$ cat src/rtl/bpd_pkg.sv
package bpd_pkg;
  parameter int unsigned HALF_W    = 16;
  parameter int unsigned NUM_HALF  = 4;
  parameter int unsigned NUM_SLOTS = 3;
  parameter int unsigned LEN_W     = 4;
  localparam int unsigned WIN_W    = HALF_W * NUM_HALF;
  localparam int unsigned WIDE_W   = 2 * HALF_W;
  localparam int unsigned MARK_BIT = 11;
  localparam logic [HALF_W-1:0] EXCL_MASK = 16'hE800;

  typedef struct packed {
    logic                 bundle;
    logic [LEN_W-1:0]     len;
    logic [WIDE_W-1:0]    slot0;
    logic [HALF_W-1:0]    slot1;
    logic [HALF_W-1:0]    slot2;
    logic [NUM_SLOTS-1:0] vld;
    logic [NUM_SLOTS-1:0] par;
    logic [NUM_SLOTS-1:0] fault;
  } pre_t;
endpackage

$ cat src/rtl/bpd_slot_check.sv
module bpd_slot_check
  import bpd_pkg::*;
(
  input  logic [HALF_W-1:0] hw_i,
  input  logic              in_bundle_i,
  output logic              illegal_o
);
  // a halfword opening a 32-bit op cannot sit in a 16-bit trailing slot
  assign illegal_o = in_bundle_i && (hw_i[HALF_W-1 -: 2] == 2'b11);
endmodule

$ cat src/rtl/bpd_window_split.sv
module bpd_window_split
  import bpd_pkg::*;
(
  input  logic [WIN_W-1:0] win_i,
  output pre_t             pre_o
);
  logic [HALF_W-1:0] hw [NUM_HALF];
  logic              is_bundle;
  logic              is_wide;
  logic [NUM_SLOTS-1:0] flt;

  for (genvar h = 0; h < NUM_HALF; h++) begin : g_hw
    assign hw[h] = win_i[h*HALF_W +: HALF_W];
  end

  assign is_bundle = hw[0][MARK_BIT] && ((hw[0] & EXCL_MASK) != EXCL_MASK);
  assign is_wide   = (hw[0][HALF_W-1 -: 2] == 2'b11);

  assign flt[0] = 1'b0;
  for (genvar s = 1; s < NUM_SLOTS; s++) begin : g_chk
    bpd_slot_check u_chk (
      .hw_i        (hw[s+1]),
      .in_bundle_i (is_bundle),
      .illegal_o   (flt[s])
    );
  end

  always_comb begin
    pre_o        = '0;
    pre_o.bundle = is_bundle;
    pre_o.fault  = flt;
    if (is_bundle) begin
      pre_o.len              = LEN_W'(8);
      pre_o.slot0            = {hw[1], hw[0]};
      pre_o.slot0[MARK_BIT]  = 1'b0;
      pre_o.slot1            = hw[2];
      pre_o.slot2            = hw[3];
      pre_o.vld              = '1;
      pre_o.par              = '1;
    end else if (is_wide) begin
      pre_o.len   = LEN_W'(4);
      pre_o.slot0 = {hw[1], hw[0]};
      pre_o.vld   = NUM_SLOTS'(1);
    end else begin
      pre_o.len   = LEN_W'(2);
      pre_o.slot0 = {{HALF_W{1'b0}}, hw[0]};
      pre_o.vld   = NUM_SLOTS'(1);
    end
  end
endmodule

$ cat src/rtl/bpd_out_stage.sv
module bpd_out_stage #(
  parameter int unsigned W = 8
) (
  input  logic         clk_i,
  input  logic         rst_ni,
  input  logic         valid_i,
  output logic         ready_o,
  input  logic [W-1:0] d_i,
  output logic         valid_o,
  input  logic         ready_i,
  output logic [W-1:0] q_o
);
  logic         vld_q;
  logic [W-1:0] dat_q;

  assign ready_o = !vld_q || ready_i;
  assign valid_o = vld_q;
  assign q_o     = dat_q;

  always_ff @(posedge clk_i or negedge rst_ni) begin
    if (!rst_ni) begin
      vld_q <= 1'b0;
      dat_q <= '0;
    end else if (valid_i && ready_o) begin
      vld_q <= 1'b1;
      dat_q <= d_i;
    end else if (ready_i) begin
      vld_q <= 1'b0;
    end
  end

  assert_hold_R8: assert property (@(posedge clk_i) disable iff (!rst_ni)
    vld_q && !ready_i |=> vld_q && $stable(dat_q));
  assert_latency_R10: assert property (@(posedge clk_i) disable iff (!rst_ni)
    valid_i && ready_o |=> vld_q);
  assert_drain_R10: assert property (@(posedge clk_i) disable iff (!rst_ni)
    vld_q && ready_i && !valid_i |=> !vld_q);
endmodule

$ cat src/rtl/bundle_predecode.sv
module bundle_predecode
  import bpd_pkg::*;
(
  input  logic                 clk_i,
  input  logic                 rst_ni,
  input  logic                 win_valid_i,
  output logic                 win_ready_o,
  input  logic [WIN_W-1:0]     win_data_i,
  output logic                 out_valid_o,
  input  logic                 out_ready_i,
  output logic                 out_bundle_o,
  output logic [LEN_W-1:0]     out_len_o,
  output logic [WIDE_W-1:0]    slot0_o,
  output logic [HALF_W-1:0]    slot1_o,
  output logic [HALF_W-1:0]    slot2_o,
  output logic [NUM_SLOTS-1:0] slot_vld_o,
  output logic [NUM_SLOTS-1:0] slot_par_o,
  output logic [NUM_SLOTS-1:0] slot_fault_o
);
  localparam int unsigned PW = $bits(pre_t);

  pre_t          pre_d;
  pre_t          pre_q;
  logic [PW-1:0] q_bits;

  bpd_window_split u_split (
    .win_i (win_data_i),
    .pre_o (pre_d)
  );

  bpd_out_stage #(.W(PW)) u_stage (
    .clk_i   (clk_i),
    .rst_ni  (rst_ni),
    .valid_i (win_valid_i),
    .ready_o (win_ready_o),
    .d_i     (pre_d),
    .valid_o (out_valid_o),
    .ready_i (out_ready_i),
    .q_o     (q_bits)
  );

  assign pre_q        = pre_t'(q_bits);
  assign out_bundle_o = pre_q.bundle;
  assign out_len_o    = pre_q.len;
  assign slot0_o      = pre_q.slot0;
  assign slot1_o      = pre_q.slot1;
  assign slot2_o      = pre_q.slot2;
  assign slot_vld_o   = pre_q.vld;
  assign slot_par_o   = pre_q.par;
  assign slot_fault_o = pre_q.fault;

  assert_bundle_len_R2: assert property (@(posedge clk_i) disable iff (!rst_ni)
    out_valid_o && out_bundle_o |-> out_len_o == LEN_W'(8));
  assert_marker_clear_R3: assert property (@(posedge clk_i) disable iff (!rst_ni)
    out_valid_o && out_bundle_o |-> !slot0_o[MARK_BIT]);
  assert_single_slot_R4: assert property (@(posedge clk_i) disable iff (!rst_ni)
    out_valid_o && !out_bundle_o |-> slot_vld_o == NUM_SLOTS'(1) && slot1_o == '0);
  assert_par_tag_R6: assert property (@(posedge clk_i) disable iff (!rst_ni)
    out_valid_o |-> slot_par_o == (out_bundle_o ? slot_vld_o : '0));
  assert_no_fault_R7: assert property (@(posedge clk_i) disable iff (!rst_ni)
    out_valid_o && !out_bundle_o |-> slot_fault_o == '0);
  assert_head_fault_R7: assert property (@(posedge clk_i) disable iff (!rst_ni)
    out_valid_o |-> !slot_fault_o[0]);
endmodule

$ cat config.mk
export PLATFORM = sky130hd
export DESIGN_NAME = bundle_predecode
export DESIGN_NICKNAME = d
export VERILOG_FILES = /design/src/rtl/bpd_pkg.sv /design/src/rtl/bpd_slot_check.sv /design/src/rtl/bpd_window_split.sv /design/src/rtl/bpd_out_stage.sv /design/src/rtl/bundle_predecode.sv
export SDC_FILE = /design/constraint.sdc
export NUM_CORES = 1
export LEC_CHECK = 0
export BUFFER_PORTS_ARGS = -buffer_cell sky130_fd_sc_hd__clkbuf_2
export CAP_MARGIN = 20
export CORE_MARGIN = 2
export CORE_UTILIZATION = 35
export DETAILED_ROUTE_END_ITERATION = 8
export GPL_TIMING_DRIVEN = 0
export MAX_ROUTING_LAYER = met4
export PLACE_DENSITY = 0.68
export REMOVE_ABC_BUFFERS = 1
export SLEW_MARGIN = 5
export SYNTH_ARGS = -nofsm -noshare
export SYNTH_HDL_FRONTEND = slang
export SYNTH_SLANG_ARGS = --single-unit
$ cat constraint.sdc
create_clock -name clk_i -period 1.5 [get_ports clk_i]
set_input_delay 0.3 -clock clk_i [delete_from_list [all_inputs] [get_ports clk_i]]
set_output_delay 0.3 -clock clk_i [all_outputs]
set_load 0.1 [all_outputs]
# == After elaboration in Yosys (flattened, before gate mapping) ==
# Index checks and enable logic that the tools add are counted.
# word_totals
reg_bits,78
output_inout_bits,80
wordCells,20
# classes
n_eq_ne,4
n_mux,7
n_reduce_logical,7
# op_table
op,n
$mux 36,1
$mux 35,1
$mux 32,1
$eq 2x2->1 const B,3
$mux 3,2
$logic_and 1x1->1,4
$ne 4x4->1 const B,1
$mux 1,2
$reduce_bool 2->1,1
$logic_not 1->1,1
$logic_or 1x1->1,1

# == Depth between registers and ports, before layout ==
# Gate-level depths: netlist of run 1.
# logic_depth
ltp_word,4
depth_mapped,5
ltp_nobuf,3

# == By module ==
# From an unflattened synthesis of run 1, not the netlist that was laid out.
# unflattened
hier_cells,260
hier_area_um2,3609.7
# modules_own_cells
mod,instances,cells_each,area_each_um2,seq_area_each_um2
bpd_out_stage,1,168,3020.4,1976.9
bpd_window_split,1,90,576.8,0.0
bpd_slot_check,2,1,6.3,0.0

# == Least setup slack after synthesis of run 1 ==
# OpenSTA, ideal clock, no wires.
# synth_path
path_type,reg2reg
from,register u_stage.vld_q (netlist: u_stage.valid_o)
to,register u_stage.dat_q[34] (netlist: u_stage.q_o[34])
t_arrival_ps,2361
path_slack_ps,-941
stages_incl_launch_ff,5
path_buffers,1
path_cell_list,dfrtp_1 -> nand2b_1 -> buf_1 -> nand3_1 -> o2bb2ai_1
# synth_via
elab_chain_len,3
# synth_lines
element,line_no,rtl
start: declaration,bpd_out_stage.sv:13,logic vld_q;
start signal: assignment,bpd_out_stage.sv:22,vld_q <= 1'b0;
start signal: assignment,bpd_out_stage.sv:25,vld_q <= 1'b1;
start signal: assignment,bpd_out_stage.sv:28,vld_q <= 1'b0;
$logic_not 1->1,bpd_out_stage.sv:16,assign ready_o = !vld_q || ready_i;
$logic_or 1x1->1,bpd_out_stage.sv:16,
via win_ready_o,bundle_predecode.sv:7,"output logic win_ready_o,"
$logic_and 1x1->1,bpd_out_stage.sv:24,end else if (valid_i && ready_o) begin
end signal: assignment,bpd_out_stage.sv:26,dat_q <= d_i;
end: declaration,bpd_out_stage.sv:14,logic [W-1:0] dat_q;
# The timed path passes the listed nets, and every way through them passes these cells.
# A chain may end at the register's enable or synchronous reset.

# == Final worst setup path of run 1 ==
# layout_path
from,register u_stage.vld_q (netlist: u_stage.valid_o)
to,output port win_ready_o
# layout_via
elab_chain_len,2
# layout_lines
element,line_no
$logic_not 1->1,bpd_out_stage.sv:16
$logic_or 1x1->1,bpd_out_stage.sv:16
end: declaration,bundle_predecode.sv:7
# No other way between the ends.

==> results.sh, run 1 <==
export IMPL_status="finished, final reports clean"
export IMPL_via_count=2313
export IMPL_place_congestion=0.7197
export IMPL_synth_simple_gate_area_share_pct=8.503
export IMPL_grt_usage_pct=17.09
export IMPL_diodes=0
export IMPL_io_buffers=145
export IMPL_grt_max_degree=70
export IMPL_grt_pass1_wl_um=11320
export IMPL_yosysSeqAreaShare_pct=61.61
export IMPL_avgViaCountPerCell=4.964
export IMPL_syn_inst=216
export IMPL_p_sw_share_pct=46.18
export IMPL_cp_end_kind="primary output"
export IMPL_dr_pass1_iters=4
export IMPL_crit_end="win_ready_o"
export IMPL_clk_pin_slew_ps=80
export IMPL_fp_dieW_um=94.78
export IMPL_final_cells=466
export IMPL_fin_setup_tns_ps=0
export IMPL_max_slew_margin_pct=56.77
export IMPL_cts_tree="done"
export IMPL_drive_gt1_share_pct=55.96
export IMPL_worst_r2r_cell_count=3
export IMPL_combPwrFrac_pct=40.9
export IMPL_cts_root_buffer_cell="clkbuf_8"
export IMPL_timing_final_crit_period_ps=1467
export IMPL_io_pins=148
export IMPL_avgSynthCellArea_um2=13.35
export IMPL_reg2reg_to="u_stage.q_o[45]$_DFFE_PN0P_"
export IMPL_numCtsBuffers=9
export IMPL_rsz0062_at_grt="yes"
export IMPL_synth_xor_area_share_pct=0
export IMPL_drtIter0Drc=79
export IMPL_grt_pass1_vias=2241
export IMPL_dp_final_hpwl_um=4433
export IMPL_path_max_fanout=4
export IMPL_clock_sinks=71
export IMPL_finalCritPeriodShare_pct=97.77
export IMPL_ir_drop_v=0.0008606
export IMPL_dieArea_mm2=0.008982
export IMPL_wl_per_cell_um=15.40
export IMPL_ctsLongestPathBuffers=2
export IMPL_synth_fa_ha_area_share_pct=0
export IMPL_maxCapViolations=0
export IMPL_gr_total_overflow=0
export IMPL_fmax_ghz=0.6819
export IMPL_start_util_pct=35.64
export IMPL_num_rows=33
export IMPL_drv_slew=0
export IMPL_setup_viol=0
export IMPL_antenna_found_initial=0
export IMPL_wl_um=7175
export IMPL_fin_area_mm2=0.003978
export IMPL_worstSetupPathType="flop to primary output"
export IMPL_totalPowerFinal_uw=6666
export IMPL_hold_violations=0
export IMPL_worstPathArrival_ps=1170
export IMPL_h_tree_depth=3
export IMPL_intPower_uw=3587
export IMPL_dp_cells=442
export IMPL_seqPwrFrac_pct=33.8
export IMPL_ant_nets=0
export IMPL_clock_power_share_pct=25.3
export IMPL_drc_errors=0
export IMPL_hp_class="input port to flop"
export IMPL_die_h_um=94.78
export IMPL_mostFrequentLayoutCells="85 x clkbuf_2, 70 x dfrtp_1, 48 x buf_2"
export IMPL_place_area_mm2=0.003617
export IMPL_finClkSkew_ps=8.151
export IMPL_syn_area_mm2=0.002884
export IMPL_area_growth_pct=37.92
export IMPL_worst_r2r_startpoint="u_stage.valid_o$_DFFE_PN0P_"
export IMPL_yosysUniqueCellTypes=23
export IMPL_yosysWarnings=0
export IMPL_switchingPower_uw=3079
export IMPL_synth_compound_area_share_pct=16.49
export IMPL_cp_required_ps=1200
export IMPL_startpoint="u_stage.valid_o$_DFFE_PN0P_"
export IMPL_synthMuxAreaShare_pct=6.594
export IMPL_ys_seq_elements=71
export IMPL_reg2reg_setup_slack_ps=40
export IMPL_insertion_delay_ps=340
export IMPL_synth_top_family_by_area="compound AO/OA/AOI/OAI gates"
export IMPL_p_leak_uw=0.002002
export IMPL_final_common_cell="clkbuf_2"
export IMPL_core_mm2=0.008093
export IMPL_min_from="win_data_i[25]"
export IMPL_power_density_mw_per_mm2=1676
export IMPL_critPathLaunchType="flop"
export IMPL_nets=424
export IMPL_worstMarginPinSlew_ps=646.8
worst min path at each step:
| stage | end | slack (ps) | depth (start not counted) |
|---|---|---|---|
| floorplan | u_stage.q_o[10]$_DFFE_PN0P_ | 4 | 0 |
| global placement | u_stage.q_o[6]$_DFFE_PN0P_ | 450 | 1 |
| detailed placement | u_stage.q_o[34]$_DFFE_PN0P_ | 300 | 1 |
| CTS | u_stage.q_o[66]$_DFFE_PN0P_ | 150 | 2 |
| global route | u_stage.q_o[68]$_DFFE_PN0P_ | 150 | 2 |
| finish | u_stage.q_o[66]$_DFFE_PN0P_ | 170 | 2 |
cells by family after synthesis:
group           count (synthesis)
buf+inv                        29
compound gates                 53
mux                            17
flops                          71
other cells                     1
simple gates                   45
Yosys cell counts:
master      n  share of area (%)
buf_2       7                1.2
dfrtp_1    71                 62
mux2_2     16                6.2
nand2_2     1               0.22
and2_1      1               0.22
nand2b_1    2               0.43
mux2i_1     1               0.35
buf_1       1               0.13
inv_1       2               0.26
a21oi_1     1               0.17
buf_4      14                3.6
nor3b_4     1               0.65
a21oi_2     1               0.30
o2bb2ai_1  35                 11
nand4_1     4               0.87
nand2_1     2               0.26
nand3_1    33                5.7
conb_1      1               0.13
buf_6       3                1.2
a22o_2     12                4.2
a22o_1      4                1.2
nor2_1      1               0.13
clkbuf_1    2               0.26
flip-flops by register name, indices dropped and copies added (netlist names):
register         flops
u_stage.q_o         70
u_stage.valid_o      1
final cells by class:
type | instances | area (um2)
fillers | 757 | 4115
flip-flops and latches | 71 | 1778
multi-input cells | 119 | 957.2
repair buffers | 153 | 880.8
clock buffers | 11 | 141.4
well taps | 105 | 131.4
clock inverters | 5 | 81.33
inverters | 2 | 7.507
through the flow:
stage | hold slack, ps | util (%) | setup WS (ps)
6_report | 174.7 | 49.15 | 33.43
5_1_grt | 149.2 | 49.15 | -40.13
4_1_cts | 154.0 | 48.96 | -11.61
3_5_place_dp | 304.7 | 44.70 | -896.9
3_3_place_gp | 450.2 | 43.99 | -2021
2_1_floorplan | 4.409 | - | -3702
worst max-delay path, cell delays in order, from the launching register on:
cell and delay [ps]:
dfrtp_2 450, nand2b_4 160, clkbuf_16 220
timing repair:
item	in CTS	in global routing
endpoints found under the setup margin	79	72
pin swaps	0	0
hold endpoints to repair	31	0
hold buffers	1	0
setup buffers	3	2
gates cloned	2	0
gates resized for setup	16	55
routing by layer:
metal  GRT usage [%]  vias up  share of wire [%]
li1                -     1073                  -
met4           6.522        0                1.4
met1           22.70     1129                 47
met2           25.12      102                 44
met3           4.469        9                7.1
met5               -        -                  0
power by group through the flow:
stage	clock network [uW]	logic, uW	registers (uW)
CTS	1760	2730	2260
finish	1680	2730	2260
floorplan	0	332	4100
detailed placement	0	2670	2290
global route	1860	2820	2290
global placement	0	2640	2290
No activity file was read; power rests on OpenSTA's default activity.
==> run 2: changes to the inputs <==
--- a/config.mk
+++ b/config.mk
@@ -8,11 +8,11 @@
 export BUFFER_PORTS_ARGS = -buffer_cell sky130_fd_sc_hd__clkbuf_2
 export CAP_MARGIN = 20
 export CORE_MARGIN = 2
-export CORE_UTILIZATION = 35
+export CORE_UTILIZATION = 45
 export DETAILED_ROUTE_END_ITERATION = 8
 export GPL_TIMING_DRIVEN = 0
 export MAX_ROUTING_LAYER = met4
-export PLACE_DENSITY = 0.68
+export PLACE_DENSITY = 0.83
 export REMOVE_ABC_BUFFERS = 1
 export SLEW_MARGIN = 5
 export SYNTH_ARGS = -nofsm -noshare
==> run 2 against run 1 <==
Compared with the run above:
- global-route usage is 4.4 points higher
- via count is 0.52% higher
- sequential share of layout area is 0.13 points lower
- combinational power about the same
- critical path depth fell by 1
- sequential cell count unchanged
- largest cell class unchanged
==> results.sh, run 2 (synthesized netlist as in run 1, its figures left out) <==
export IMPL_status="finished, final reports clean"
export IMPL_crit_chain="clkbuf_2"
export IMPL_switchingPower_uw=3061
export IMPL_finClkSkew_ps=10.59
export IMPL_cp_required_ps=1200
export IMPL_diodes=0
export IMPL_fmax_ghz=0.6880
export IMPL_clock_power_share_pct=24.3
export IMPL_num_rows=29
export IMPL_setup_viol=0
export IMPL_nets=428
export IMPL_place_congestion=0.7201
export IMPL_cts_tree="done"
export IMPL_path_max_fanout=2
export IMPL_avgViaCountPerCell=5.260
export IMPL_worstMarginPinSlew_ps=561.0
export IMPL_clk_pin_slew_ps=80
export IMPL_rsz0062_at_grt="yes"
export IMPL_path_delay_family="buffers and inverters"
export IMPL_clock_sinks=71
export IMPL_gr_total_overflow=0
export IMPL_antenna_found_initial=0
export IMPL_dr_pass1_iters=6
export IMPL_core_mm2=0.006277
export IMPL_max_slew_margin_pct=62.76
export IMPL_mostFrequentLayoutCells="120 x clkbuf_2, 70 x dfrtp_1, 35 x o2bb2ai_1"
export IMPL_seqPwrFrac_pct=34.2
export IMPL_timing_final_crit_period_ps=1453
export IMPL_numCtsBuffers=9
export IMPL_grt_pass1_vias=2267
export IMPL_grt_pass1_wl_um=11570
export IMPL_critPathLaunchType="flop"
export IMPL_grt_usage_pct=21.46
export IMPL_via_count=2325
export IMPL_drc_errors=0
export IMPL_power_density_mw_per_mm2=1659
export IMPL_area_growth_pct=38.31
export IMPL_ir_drop_v=0.001163
export IMPL_hold_depth=2
export IMPL_ant_nets=0
export IMPL_worstSetupPathType="flop to primary output"
export IMPL_slowest_stage="clkbuf_2"
export IMPL_cp_end_kind="primary output"
export IMPL_finalCritPeriodShare_pct=96.90
export IMPL_insertion_delay_ps=330
export IMPL_hold_violations=0
export IMPL_crit_cells=1
export IMPL_final_common_cell="clkbuf_2"
export IMPL_holdWs_ps=183.0
export IMPL_max_stage_delay_ps=460
export IMPL_wl_per_cell_um=16.09
export IMPL_wl_um=7113
export IMPL_worstPathArrival_ps=1150
export IMPL_h_tree_depth=3
export IMPL_start_util_pct=45.94
export IMPL_n_fill_cell=510
export IMPL_largest_reg_flops=70
export IMPL_intPower_uw=3556
export IMPL_io_buffers=145
export IMPL_drive_gt1_share_pct=55.89
export IMPL_io_pins=148
export IMPL_grt_max_degree=41
export IMPL_drtIter0Drc=75
export IMPL_combPwrFrac_pct=41.6
export IMPL_ctsLongestPathBuffers=2
export IMPL_dieArea_mm2=0.007065
export IMPL_dp_final_hpwl_um=4503
export IMPL_totalPowerFinal_uw=6617
export IMPL_cts_root_buffer_cell="clkbuf_8"
export IMPL_die_h_um=84.06
export IMPL_fp_dieW_um=84.06
export IMPL_maxCapViolations=0
export IMPL_p_leak_uw=0.002020
export IMPL_drv_slew=0
export IMPL_critPathBufInv=1
export IMPL_hp_class="input port to flop"
export IMPL_p_sw_share_pct=46.26
export IMPL_worst_r2r_cell_count=5
run 2: per-layer routing:
metal | vias up | part of all wire, % | GRT usage, % | wire, um
li1 | 1086 | - | - | -
met1 | 1136 | 43 | 27.76 | 3042
met2 | 92 | 51 | 34.63 | 3619
met3 | 11 | 5.1 | 4.253 | 365
met4 | 0 | 1.2 | 6.158 | 85
met5 | - | 0 | - | 0
run 2: power groups by stage:
stage | Sequential (uW) | Clock [uW] | Combinational, uW
after floorplan | 4100 | 0 | 332
after global placement | 2280 | 0 | 2630
after detailed placement | 2290 | 0 | 2660
after CTS | 2260 | 1650 | 2740
after global routing | 2290 | 1760 | 2830
final | 2260 | 1610 | 2750
run 2: layout make-up:
type / instances / area [um2] / area share (%)
sequential: 71 / 1778 / 44.57
multi-input combinational: 120 / 968.4 / 24.28
timing repair buffer: 156 / 933.4 / 23.40
clock buffer: 12 / 135.1 / 3.388
tap: 77 / 96.34 / 2.415
clock inverter: 4 / 70.07 / 1.757
inverter: 2 / 7.507 / 0.1882
run 2: final timing paths:
check / startpoint / end / slack [ps]
min in group asynchronous: rst_ni / u_stage.q_o[35]$_DFFE_PN0P_ / 490
max in group asynchronous: rst_ni / u_stage.q_o[43]$_DFFE_PN0P_ / 430
min reg2reg: u_stage.q_o[6]$_DFFE_PN0P_ / u_stage.q_o[6]$_DFFE_PN0P_ / 480
max reg2reg: u_stage.valid_o$_DFFE_PN0P_ / u_stage.q_o[53]$_DFFE_PN0P_ / 80
min: win_data_i[17] / u_stage.q_o[58]$_DFFE_PN0P_ / 180
max: u_stage.q_o[34]$_DFFE_PN0P_ / slot1_o[9] / 50
run 2: timing repair:
action,4_1_cts,5_1_grt
endpoints found under the hold margin,31,0
buffers inserted,6,1
cloned,3,0
pin swaps,1,0
hold buffers,1,0
setup endpoints to repair,78,30
gates resized for setup,17,21
run 2: per-stage QoR:
stage | std cells | setup WS [ps] | cell area (um2) | util, % | TNS [ps]
after floorplan | 190 | -3702 | 2703 | - | -191440
after CTS | 440 | 4.739 | 3954 | 62.99 | 0
after global placement | 412 | -1869 | 3525 | 56.15 | -150570
final | 442 | 46.50 | 3989 | 63.54 | 0
after global routing | 442 | -17.46 | 3989 | 63.54 | -103.9
after detailed placement | 414 | -952.4 | 3570 | 56.87 | -52220
